--- src/rtl/lldma_pkg.sv ---
package lldma_pkg;
  localparam int DW        = 32;
  localparam int CNT_W     = 12;
  localparam int SSZ_LSB   = 18;
  localparam int DSZ_LSB   = 21;
  localparam int SINC_BIT  = 26;
  localparam int DINC_BIT  = 27;
  localparam int TCF_BIT   = 31;

  typedef enum logic [3:0] {
    ST_IDLE, ST_READ, ST_WRITE, ST_UPDATE,
    ST_FETCH0, ST_FETCH1, ST_FETCH2, ST_FETCH3, ST_DONE
  } lldma_state_e;

  typedef enum logic [2:0] {
    SEL_SRC = 3'd0, SEL_DST = 3'd1, SEL_LINK = 3'd2,
    SEL_CTRL = 3'd3, SEL_EN = 3'd4
  } lldma_sel_e;

  function automatic logic [1:0] clamp_size(input logic [2:0] f);
    return (f > 3'd2) ? 2'd2 : f[1:0];
  endfunction

  function automatic logic [DW-1:0] size_bytes(input logic [1:0] c);
    return DW'(1) << c;
  endfunction
endpackage

--- src/rtl/lldma_lane.sv ---
module lldma_lane
  import lldma_pkg::*;
(
  input  logic [1:0]    size_code,
  input  logic [DW-1:0] din,
  output logic [DW-1:0] dout
);
  always_comb begin
    case (size_code)
      2'd0:    dout = {{(DW-8){1'b0}},  din[7:0]};
      2'd1:    dout = {{(DW-16){1'b0}}, din[15:0]};
      default: dout = din;
    endcase
  end
endmodule

--- src/rtl/lldma_regfile.sv ---
module lldma_regfile
  import lldma_pkg::*;
#(
  parameter int NCH = 8,
  parameter int AW  = 32,
  parameter int CHW = (NCH > 1) ? $clog2(NCH) : 1
) (
  input  logic           clk,
  input  logic           rst,
  input  logic           sw_we,
  input  logic [CHW-1:0] sw_ch,
  input  logic [2:0]     sw_sel,
  input  logic [DW-1:0]  sw_wdata,
  output logic [DW-1:0]  sw_rdata,
  input  logic           busy,
  input  logic [CHW-1:0] act_ch,
  input  logic [CHW-1:0] look_ch,
  output logic [AW-1:0]  look_src,
  output logic [AW-1:0]  look_dst,
  output logic [AW-1:0]  look_lli,
  output logic [DW-1:0]  look_ctrl,
  output logic           look_en,
  output logic [NCH-1:0] en_vec,
  input  logic           eng_we_src,
  input  logic [AW-1:0]  eng_src,
  input  logic           eng_we_dst,
  input  logic [AW-1:0]  eng_dst,
  input  logic           eng_we_ctrl,
  input  logic [DW-1:0]  eng_ctrl,
  input  logic           eng_we_lli,
  input  logic [AW-1:0]  eng_lli,
  input  logic           eng_clr_en
);
  logic [AW-1:0] src_q  [NCH];
  logic [AW-1:0] dst_q  [NCH];
  logic [AW-1:0] lli_q  [NCH];
  logic [DW-1:0] ctrl_q [NCH];
  logic [NCH-1:0] en_q;

  for (genvar i = 0; i < NCH; i++) begin : g_chan
    logic eng_hit, sw_hit;
    assign eng_hit = (act_ch == CHW'(i));
    assign sw_hit  = sw_we && (sw_ch == CHW'(i)) && !(busy && eng_hit);

    always_ff @(posedge clk) begin
      if (rst) begin
        src_q[i]  <= '0;
        dst_q[i]  <= '0;
        lli_q[i]  <= '0;
        ctrl_q[i] <= '0;
        en_q[i]   <= 1'b0;
      end else if (sw_hit) begin
        case (sw_sel)
          SEL_SRC:  src_q[i]  <= AW'(sw_wdata);
          SEL_DST:  dst_q[i]  <= AW'(sw_wdata);
          SEL_LINK: lli_q[i]  <= AW'(sw_wdata);
          SEL_CTRL: ctrl_q[i] <= sw_wdata;
          SEL_EN:   en_q[i]   <= sw_wdata[0];
          default: ;
        endcase
      end else if (eng_hit) begin
        if (eng_we_src)  src_q[i]  <= eng_src;
        if (eng_we_dst)  dst_q[i]  <= eng_dst;
        if (eng_we_lli)  lli_q[i]  <= eng_lli;
        if (eng_we_ctrl) ctrl_q[i] <= eng_ctrl;
        if (eng_clr_en)  en_q[i]   <= 1'b0;
      end
    end
  end

  always_ff @(posedge clk) begin
    if (rst) sw_rdata <= '0;
    else begin
      case (sw_sel)
        SEL_SRC:  sw_rdata <= DW'(src_q[sw_ch]);
        SEL_DST:  sw_rdata <= DW'(dst_q[sw_ch]);
        SEL_LINK: sw_rdata <= DW'(lli_q[sw_ch]);
        SEL_CTRL: sw_rdata <= ctrl_q[sw_ch];
        SEL_EN:   sw_rdata <= DW'(en_q[sw_ch]);
        default:  sw_rdata <= '0;
      endcase
    end
  end

  assign look_src  = src_q[look_ch];
  assign look_dst  = dst_q[look_ch];
  assign look_lli  = lli_q[look_ch];
  assign look_ctrl = ctrl_q[look_ch];
  assign look_en   = en_q[look_ch];
  assign en_vec    = en_q;
endmodule

--- src/rtl/lldma_ctrl.sv ---
module lldma_ctrl
  import lldma_pkg::*;
#(
  parameter int NCH = 8,
  parameter int AW  = 32,
  parameter int CHW = (NCH > 1) ? $clog2(NCH) : 1
) (
  input  logic           clk,
  input  logic           rst,
  input  logic           grant_valid,
  input  logic [CHW-1:0] grant_chan,
  output logic [CHW-1:0] look_ch,
  output logic [CHW-1:0] act_ch,
  input  logic [AW-1:0]  look_src,
  input  logic [AW-1:0]  look_dst,
  input  logic [AW-1:0]  look_lli,
  input  logic [DW-1:0]  look_ctrl,
  input  logic           look_en,
  output logic           busy,
  output logic           mem_req,
  output logic           mem_we,
  output logic [AW-1:0]  mem_addr,
  output logic [1:0]     mem_size,
  output logic [DW-1:0]  mem_wdata,
  input  logic [DW-1:0]  mem_rdata,
  input  logic           mem_ack,
  input  logic           mem_err,
  output logic           eng_we_src,
  output logic [AW-1:0]  eng_src,
  output logic           eng_we_dst,
  output logic [AW-1:0]  eng_dst,
  output logic           eng_we_ctrl,
  output logic [DW-1:0]  eng_ctrl,
  output logic           eng_we_lli,
  output logic [AW-1:0]  eng_lli,
  output logic           eng_clr_en,
  output logic [NCH-1:0] tc_set,
  output logic [NCH-1:0] err_set
);
  lldma_state_e state_q;
  logic [CHW-1:0] ch_q;
  logic [1:0] s_code, d_code;
  logic [CNT_W-1:0] cnt;
  logic [DW-1:0] rd_lane, wr_lane;
  logic ok_ack, bad_ack, last_elem;

  assign look_ch   = (state_q == ST_IDLE) ? grant_chan : ch_q;
  assign act_ch    = ch_q;
  assign busy      = (state_q != ST_IDLE);
  assign s_code    = clamp_size(look_ctrl[SSZ_LSB +: 3]);
  assign d_code    = clamp_size(look_ctrl[DSZ_LSB +: 3]);
  assign cnt       = look_ctrl[CNT_W-1:0];
  assign ok_ack    = mem_ack && !mem_err;
  assign bad_ack   = mem_ack && mem_err;
  assign last_elem = (cnt == CNT_W'(1));

  lldma_lane u_rd_lane (.size_code(s_code), .din(mem_rdata), .dout(rd_lane));
  lldma_lane u_wr_lane (.size_code(d_code), .din(rd_lane),   .dout(wr_lane));

  always_comb begin
    eng_we_src  = 1'b0;
    eng_we_dst  = 1'b0;
    eng_we_ctrl = 1'b0;
    eng_we_lli  = 1'b0;
    eng_clr_en  = 1'b0;
    eng_src  = (state_q == ST_FETCH0) ? AW'(mem_rdata)
             : look_src + (look_ctrl[SINC_BIT] ? AW'(size_bytes(s_code)) : '0);
    eng_dst  = (state_q == ST_FETCH1) ? AW'(mem_rdata)
             : look_dst + (look_ctrl[DINC_BIT] ? AW'(size_bytes(d_code)) : '0);
    eng_ctrl = (state_q == ST_FETCH2) ? mem_rdata
             : {look_ctrl[DW-1:CNT_W], cnt - CNT_W'(1)};
    eng_lli  = AW'(mem_rdata);
    case (state_q)
      ST_READ, ST_WRITE: eng_clr_en = bad_ack;
      ST_UPDATE: begin
        eng_we_src  = 1'b1;
        eng_we_dst  = 1'b1;
        eng_we_ctrl = 1'b1;
        eng_clr_en  = last_elem && (look_lli == '0);
      end
      ST_FETCH0: begin eng_we_src  = ok_ack; eng_clr_en = bad_ack; end
      ST_FETCH1: begin eng_we_dst  = ok_ack; eng_clr_en = bad_ack; end
      ST_FETCH2: begin eng_we_ctrl = ok_ack; eng_clr_en = bad_ack; end
      ST_FETCH3: begin eng_we_lli  = ok_ack; eng_clr_en = bad_ack; end
      default: ;
    endcase
  end

  always_ff @(posedge clk) begin
    if (rst) begin
      state_q   <= ST_IDLE;
      ch_q      <= '0;
      mem_req   <= 1'b0;
      mem_we    <= 1'b0;
      mem_addr  <= '0;
      mem_size  <= '0;
      mem_wdata <= '0;
      tc_set    <= '0;
      err_set   <= '0;
    end else begin
      tc_set  <= '0;
      err_set <= '0;
      if (bad_ack && (state_q == ST_READ || state_q == ST_WRITE ||
                      state_q == ST_FETCH0 || state_q == ST_FETCH1 ||
                      state_q == ST_FETCH2 || state_q == ST_FETCH3)) begin
        mem_req <= 1'b0;
        mem_we  <= 1'b0;
        err_set <= NCH'(1) << ch_q;
        state_q <= ST_DONE;
      end else begin
        case (state_q)
          ST_IDLE: if (grant_valid && look_en && cnt != '0) begin
            ch_q     <= grant_chan;
            mem_req  <= 1'b1;
            mem_we   <= 1'b0;
            mem_addr <= look_src;
            mem_size <= s_code;
            state_q  <= ST_READ;
          end
          ST_READ: if (mem_ack) begin
            mem_we    <= 1'b1;
            mem_addr  <= look_dst;
            mem_size  <= d_code;
            mem_wdata <= wr_lane;
            state_q   <= ST_WRITE;
          end
          ST_WRITE: if (mem_ack) begin
            mem_req <= 1'b0;
            mem_we  <= 1'b0;
            state_q <= ST_UPDATE;
          end
          ST_UPDATE: begin
            state_q <= ST_DONE;
            if (last_elem) begin
              if (look_ctrl[TCF_BIT]) tc_set <= NCH'(1) << ch_q;
              if (look_lli != '0) begin
                mem_req  <= 1'b1;
                mem_addr <= look_lli;
                mem_size <= 2'd2;
                state_q  <= ST_FETCH0;
              end
            end
          end
          ST_FETCH0: if (mem_ack) begin
            mem_addr <= look_lli + AW'(4);
            state_q  <= ST_FETCH1;
          end
          ST_FETCH1: if (mem_ack) begin
            mem_addr <= look_lli + AW'(12);
            state_q  <= ST_FETCH2;
          end
          ST_FETCH2: if (mem_ack) begin
            mem_addr <= look_lli + AW'(8);
            state_q  <= ST_FETCH3;
          end
          ST_FETCH3: if (mem_ack) begin
            mem_req <= 1'b0;
            state_q <= ST_DONE;
          end
          default: state_q <= ST_IDLE;
        endcase
      end
    end
  end
endmodule

--- src/rtl/lldma_engine.sv ---
module lldma_engine
  import lldma_pkg::*;
#(
  parameter int NCH = 8,
  parameter int AW  = 32,
  localparam int CHW = (NCH > 1) ? $clog2(NCH) : 1
) (
  input  logic           clk,
  input  logic           rst,
  input  logic           grant_valid,
  input  logic [CHW-1:0] grant_chan,
  output logic           busy,
  input  logic           cfg_we,
  input  logic [CHW-1:0] cfg_chan,
  input  logic [2:0]     cfg_sel,
  input  logic [31:0]    cfg_wdata,
  output logic [31:0]    cfg_rdata,
  output logic [NCH-1:0] chan_en,
  output logic           mem_req,
  output logic           mem_we,
  output logic [AW-1:0]  mem_addr,
  output logic [1:0]     mem_size,
  output logic [31:0]    mem_wdata,
  input  logic [31:0]    mem_rdata,
  input  logic           mem_ack,
  input  logic           mem_err,
  output logic [NCH-1:0] tc_set,
  output logic [NCH-1:0] err_set
);
  logic [CHW-1:0] look_ch, act_ch;
  logic [AW-1:0]  look_src, look_dst, look_lli;
  logic [DW-1:0]  look_ctrl;
  logic           look_en;
  logic           we_src, we_dst, we_ctrl, we_lli, clr_en;
  logic [AW-1:0]  e_src, e_dst, e_lli;
  logic [DW-1:0]  e_ctrl;

  lldma_regfile #(.NCH(NCH), .AW(AW), .CHW(CHW)) u_regs (
    .clk, .rst,
    .sw_we(cfg_we), .sw_ch(cfg_chan), .sw_sel(cfg_sel),
    .sw_wdata(cfg_wdata), .sw_rdata(cfg_rdata),
    .busy, .act_ch, .look_ch,
    .look_src, .look_dst, .look_lli, .look_ctrl, .look_en,
    .en_vec(chan_en),
    .eng_we_src(we_src), .eng_src(e_src),
    .eng_we_dst(we_dst), .eng_dst(e_dst),
    .eng_we_ctrl(we_ctrl), .eng_ctrl(e_ctrl),
    .eng_we_lli(we_lli), .eng_lli(e_lli),
    .eng_clr_en(clr_en)
  );

  lldma_ctrl #(.NCH(NCH), .AW(AW), .CHW(CHW)) u_ctrl (
    .clk, .rst, .grant_valid, .grant_chan,
    .look_ch, .act_ch,
    .look_src, .look_dst, .look_lli, .look_ctrl, .look_en,
    .busy,
    .mem_req, .mem_we, .mem_addr, .mem_size, .mem_wdata,
    .mem_rdata, .mem_ack, .mem_err,
    .eng_we_src(we_src), .eng_src(e_src),
    .eng_we_dst(we_dst), .eng_dst(e_dst),
    .eng_we_ctrl(we_ctrl), .eng_ctrl(e_ctrl),
    .eng_we_lli(we_lli), .eng_lli(e_lli),
    .eng_clr_en(clr_en),
    .tc_set, .err_set
  );
endmodule

--- config.mk ---
export PLATFORM = sky130hd
export DESIGN_NAME = lldma_engine
export DESIGN_NICKNAME = d
export VERILOG_FILES = /design/src/rtl/lldma_pkg.sv /design/src/rtl/lldma_lane.sv /design/src/rtl/lldma_regfile.sv /design/src/rtl/lldma_ctrl.sv /design/src/rtl/lldma_engine.sv
export SDC_FILE = /design/constraint.sdc
export NUM_CORES = 2
export LEC_CHECK = 0
export BUFFER_PORTS_ARGS = -buffer_cell sky130_fd_sc_hd__buf_2
export CAP_MARGIN = 10
export CORE_UTILIZATION = 25
export CTS_CLUSTER_DIAMETER = 120
export DETAILED_ROUTE_END_ITERATION = 7
export SLEW_MARGIN = 40
export SYNTH_ARGS = -nofsm -noshare
export SYNTH_HDL_FRONTEND = slang
export SYNTH_HIERARCHICAL = 1
export SYNTH_SLANG_ARGS = --single-unit
--- constraint.sdc ---
create_clock -name clk -period 7.12 [get_ports clk]
set_clock_uncertainty 0.2 [all_clocks]
set_input_delay 0.712 -clock clk [delete_from_list [all_inputs] [get_ports clk]]
set_output_delay 0.712 -clock clk [all_outputs]
set_load 0.1 [all_outputs]
=== Yosys cells after proc, flatten, opt, wreduce, memory -nomap -nowiden ===
Memories as Yosys holds them, arrays and structs flattened.
Index checks and enable logic that the tools add are counted.

* Bits in registers: 131
* Memory bits (writable): 1024
* Input bits: 79
* Output and inout bits: 125
* Memories: 4

{| class="wikitable"
|+ Memories
! memory !! depth !! bits a word !! rd ports !! clocked after Yosys merged registers in !! wr ports !! RTL line !! RTL
|-
| u_regs.ctrl_q || 8 || 32 || 2 || 0 || 8 || lldma_regfile.sv:37 || <nowiki>logic [DW-1:0] ctrl_q [NCH];</nowiki>
|-
| u_regs.dst_q || 8 || 32 || 2 || 0 || 8 || lldma_regfile.sv:35 || <nowiki>logic [AW-1:0] dst_q [NCH];</nowiki>
|-
| u_regs.lli_q || 8 || 32 || 2 || 0 || 8 || lldma_regfile.sv:36 || <nowiki>logic [AW-1:0] lli_q [NCH];</nowiki>
|-
| u_regs.src_q || 8 || 32 || 2 || 0 || 8 || lldma_regfile.sv:34 || <nowiki>logic [AW-1:0] src_q [NCH];</nowiki>
|}

* $add $sub $neg: 6
* Multiplexer cells: 368
* Reductions and logical operators: 95
* Equality and inequality tests: 53
* Shift operators: 3
* Bitwise logic cells: 68
* $lt $le $gt $ge: 4

{| class="wikitable"
|+ Operators with widths
! operator !! number
|-
| $mux 32 || 76
|-
| $mux 1 || 261
|-
| $pmux 32 s6 || 1
|-
| $pmux 32 s5 || 1
|-
| $pmux 32 s2 || 2
|-
| $add 32x32->32 || 2
|-
| $add 32x4->32 const B || 2
|-
| $or 1x1->1 || 64
|-
| $shl 1x2->32 const A || 2
|-
| $mux 4 || 10
|-
| $add 32x3->32 const B || 1
|-
| $logic_not 32->1 || 1
|-
| $pmux 4 s8 || 1
|-
| $reduce_bool 2->1 || 16
|-
| $reduce_bool 32->1 || 1
|-
| $logic_and 1x1->1 || 30
|-
| $ne 2x2->1 const B || 15
|-
| $reduce_and 3->1 || 10
|-
| $eq 3x3->1 const B || 9
|-
| $ne 3x3->1 const B || 7
|-
| $eq 3x2->1 const B || 6
|-
| $eq 4x3->1 const B || 4
|-
| $reduce_and 7->1 || 2
|-
| $eq 12x1->1 const B || 1
|-
| other kinds (32) || 72
|}

=== Depth between registers and ports, before layout ===
An unclocked memory read counts as a cell.

* Depth after elaboration: 10
* Depth in mapped cells: 24
* Depth with buffers taken out: 18

=== By module ===
The synthesis kept the hierarchy.

{| class="wikitable"
|+ Modules (own cells, without submodules)
! module !! cells each !! area each (um2) !! times used !! sequential area each (um2)
|-
| lldma_regfile || 3849 || 59794.8 || 1 || 31550.3
|-
| lldma_ctrl || 1224 || 8181.6 || 1 || 1821.7
|-
| lldma_lane || 35 || 251.5 || 2 || 0.0
|}

=== Worst setup path before layout ===
Ideal clock, no wire load.

* Path kind: register to register
* Start: register u_ctrl.state_q[0]
* End: memory u_regs.dst_q[0][30] (data pin)
* Setup time: 0.256 ns
* Data arrival time: 5.476 ns
* Stages on the path, launching flop included: 24
* Required time: 6.664 ns
* Path buffers: 5
* Setup slack: 1.187 ns
* Clock period less this slack: 5.933 ns
* Cells stage by stage: dfxtp_1 > buf_2 > nor4_2 > inv_2 > nand2_1 > nand2_1 > clkbuf_1 > clkbuf_1 > buf_2 > mux4_2 > mux2_2 > nor2_1 > inv_1 > nor3b_1 > ha_1 > fa_1 > a21oi_1 > o21bai_1 > nand4_1 > or4_1 > xnor2_1 > a21oi_1 > buf_1 > a22o_1

{| class="wikitable"
|+ RTL lines
! element !! RTL line !! RTL
|-
| start, declared || lldma_ctrl.sv:40 || <nowiki>lldma_state_e state_q;</nowiki>
|-
| start signal, assigned || lldma_ctrl.sv:91 || <nowiki>state_q <= ST_IDLE;</nowiki>
|-
| start signal, assigned || lldma_ctrl.sv:109 || <nowiki>state_q <= ST_DONE;</nowiki>
|-
| start signal, assigned || lldma_ctrl.sv:118 || <nowiki>state_q <= ST_READ;</nowiki>
|-
| end, declared || lldma_regfile.sv:35 ||
|}

==> results.toml <==
[drt]
wl_per_cell_microns = 35.1
routed_via_density = 6.21
firstDrtPassIters = 8
drt_wl_total_microns = 302000
route.detailed.drc = 0
drtAntennaViolNets = 0
drt_iter0_drc = 8529
num_vias = 53406
wl_met2_microns = 134000
wl_met1_microns = 102000
top_layer = "met5"
wl_met3_microns = 46600

[sta]
tns_ns = 0
hold_violations = 0
finalCritPeriodShare = 0.905
rsz0062_at_grt = "no"
setup_viol = 0
worst_pin_slew_ns = 1.02
drv_slew = 0
fmax_mhz = 155
post-route-min-period_ns = 6.44
maxSlewHeadroom = 0.319
hold_slack_ns = 0.0473

[clock_network]
clk_pin_slew_ns = 0.07
insertion_delay_ns = 0.78
cts_setup_buffers = 0
clockBufferDepth = 3
clockRootBuffer = "clkbuf_16"
clock_sinks = 1155
cts_tree = "yes"
htreeDepth = 3
cts_buffers = 118

[placement]
hpwlAfterDp_microns = 188000
gp_congestion = 0.937
dpl.cell_count = 8341
port_buffers = 203
dpl_cell_area_sq_mm = 0.0727

[synth]
postSynthCellCount = 5143
ys.flop_type = "edfxtp_1"
synth-seq-cells = 1155
synth_edf_count = 1024
ys_warn_count = 6
synthTopCellsByArea = "edfxtp_1, mux4_2, a22o_1, dfxtp_1, mux2_2"
yosysUniqueCellTypes = 98
netlist.area_leader.share = 0.449
synthesis.area_sq_mm = 0.0685
synth.avg_cell_area_sq_um = 13.3
ys_async_sr_fraction = 0
synth_top_area_cell = "edfxtp_1"
synth_common_cells = "edfxtp_1, a22o_1, mux4_2, clkbuf_1, nand2_1"
yosysSeqAreaShare = 0.487
yosysMostFrequentCell = "edfxtp_1"

[worst_hold_path]
hold_path.class = "in2reg"
hold_depth = 3

[grt]
grt_max_degree = 90
grt_pass1_wl_microns = 411000
gr-usage-all-layers = 0.210
grt_antenna_before_repair = 51
grt_remaining_overflow = 0
grt_pass1_vias = 51179

[finish]
nFillCells = 27376
area_growth_pct = 12.1
final_cells = 8594
nets = 4991
drive_above_1_share = 0.273
stdcell_area_sq_mm = 0.0768

[die]
dieArea_sq_mm = 0.276
rows = 191
die_y_microns = 525
core_sq_mm = 0.271
die_w_microns = 525
ios = 204
start_util = 0.252

[critical_path]
cp-start-kind = "flop"
path_class = "reg2reg"
cp_data_arrival_time_ns = 6.85
cp_data_required_time_ns = 7.53
crit_path_end_kind = "flop"
crit_fanout = 24
rr_worst_depth = 18

[run_status]
outcome = "completed"

[power]
power_density_mw_per_mm2 = 315
leakage_nw = 25.7
vdd_drop_max_mv = 0.412

[job]
drv_cap = 0
[final timing paths]
check / from / endpoint / slack, ns
setup / recovery: u_ctrl/state_q[0]$_SDFFE_PP0P_ / u_regs/src_q[3][26]$_DFFE_PP_ / 0.68
hold / removal: grant_chan[2] / u_ctrl/act_ch[2]$_SDFFE_PP0P_ / 0.05
setup reg to reg: u_ctrl/state_q[0]$_SDFFE_PP0P_ / u_regs/src_q[3][26]$_DFFE_PP_ / 0.68
hold reg to reg: u_ctrl/mem_wdata[20]$_SDFFE_PP0P_ / u_ctrl/mem_wdata[20]$_SDFFE_PP0P_ / 0.25
[metal layers]
metal,GRT usage,up-vias
met5,0,-
met4,0.116,46
met3,0.0859,1099
met2,0.323,4672
met1,0.246,27111
li1,-,20478
[cells in the final DEF (no fill, tap or decap), types with 27 or more instances in the layout]
cell type / count
nor2_1: 104
o22ai_1: 35
mux2i_1: 111
a22oi_1: 45
o21ai_0: 67
buf_4: 172
nand2b_1: 32
and2_1: 39
dfxtp_1: 131
o21a_1: 39
nor2_4: 36
a21oi_1: 101
diode_2: 27
mux4_2: 498
nand3_1: 50
o21ai_1: 47
nor3_1: 30
edfxtp_1: 1024
nand2_1: 293
inv_1: 30
nand4_1: 42
clkbuf_16: 124
a22o_1: 1004
xor2_1: 34
buf_2: 195
mux2_2: 132
[critical path, cell delays in order (launching register included)]
cell	delay (ns)
dfxtp_1	0.32
nor4_2	0.28
buf_4	0.20
nand2_1	0.09
nand2_4	0.47
mux4_2	0.60
mux2_2	0.29
nor2_1	0.42
inv_1	0.16
nor3b_1	0.28
ha_1	0.24
fa_1	0.23
a21o_1	0.13
a21oi_1	0.10
and3b_1	0.77
nand3_1	0.25
or3_1	0.35
a31oi_1	0.53
a22o_1	0.27
[registers in the layout, indices dropped and copies added, names as in the netlist]
signal	flops
u_regs/lli_q	256
u_ctrl/mem_we	1
u_ctrl/err_set	8
u_ctrl/mem_req	1
u_regs/sw_rdata	32
u_ctrl/tc_set	8
u_ctrl/mem_size	2
u_ctrl/act_ch	3
u_regs/src_q	256
u_ctrl/state_q	4
u_regs/dst_q	256
u_ctrl/mem_wdata	32
u_regs/ctrl_q	256
u_ctrl/mem_addr	32
u_regs/en_vec	8
[layout make-up]
| cell class | count | area (sq um) | share of cell area |
|---|---|---|---|
| Inverter | 31 | 116 | 0.00152 |
| Timing Repair Buffer | 390 | 2660 | 0.0346 |
| Multi-Input combinational cell | 3201 | 32200 | 0.419 |
| Tap cell | 3570 | 4470 | 0.0582 |
| Antenna cell | 27 | 67.6 | 0.000880 |
| Sequential cell | 1155 | 33400 | 0.435 |
| Clock buffer | 155 | 3290 | 0.0429 |
| Clock inverter | 65 | 599 | 0.00780 |
[metrics by stage]
| stage | total power (W) | util | worst slack (ns) |
|---|---|---|---|
| global placement | 0.0174 | 0.267 | 0.884 |
| CTS | 0.0238 | 0.282 | 0.761 |
| finish | 0.0242 | 0.283 | 0.679 |
| detailed placement | 0.0175 | 0.268 | 0.837 |
| floorplan | 0.0145 | - | 1.19 |
| global route | 0.0248 | 0.283 | 0.476 |
[where the power goes]
part	total [W]	switching (W)	internal, W	leakage (nW)
Combinational	0.00997	0.00678	0.00319	12.4
Clock	0.00638	0.00287	0.00351	1.91
Sequential	0.00783	0.000155	0.00768	11.4
Total	0.0242	0.00980	0.0144	25.7
[cells by family (layout without fill, tap and decap cells)]
group	count (synthesis)	count (layout)	share of synthesized area
compound gates	1579	1579	0.188
xor+xnor	57	57	0.00729
fa+ha+maj	15	15	0.00307
buf+inv	788	641	0.0530
flops	1155	1155	0.487
mux	744	744	0.202
other cells	1	29	0.0000548
simple gates	804	804	0.0596
[repair_timing]
| item | CTS | global route |
|---|---|---|
| endpoints found under the hold margin | 2 | 0 |
| gates resized for setup | 0 | 0 |
| hold buffers | 2 | 0 |
No activity file was read; power rests on OpenSTA's default activity.
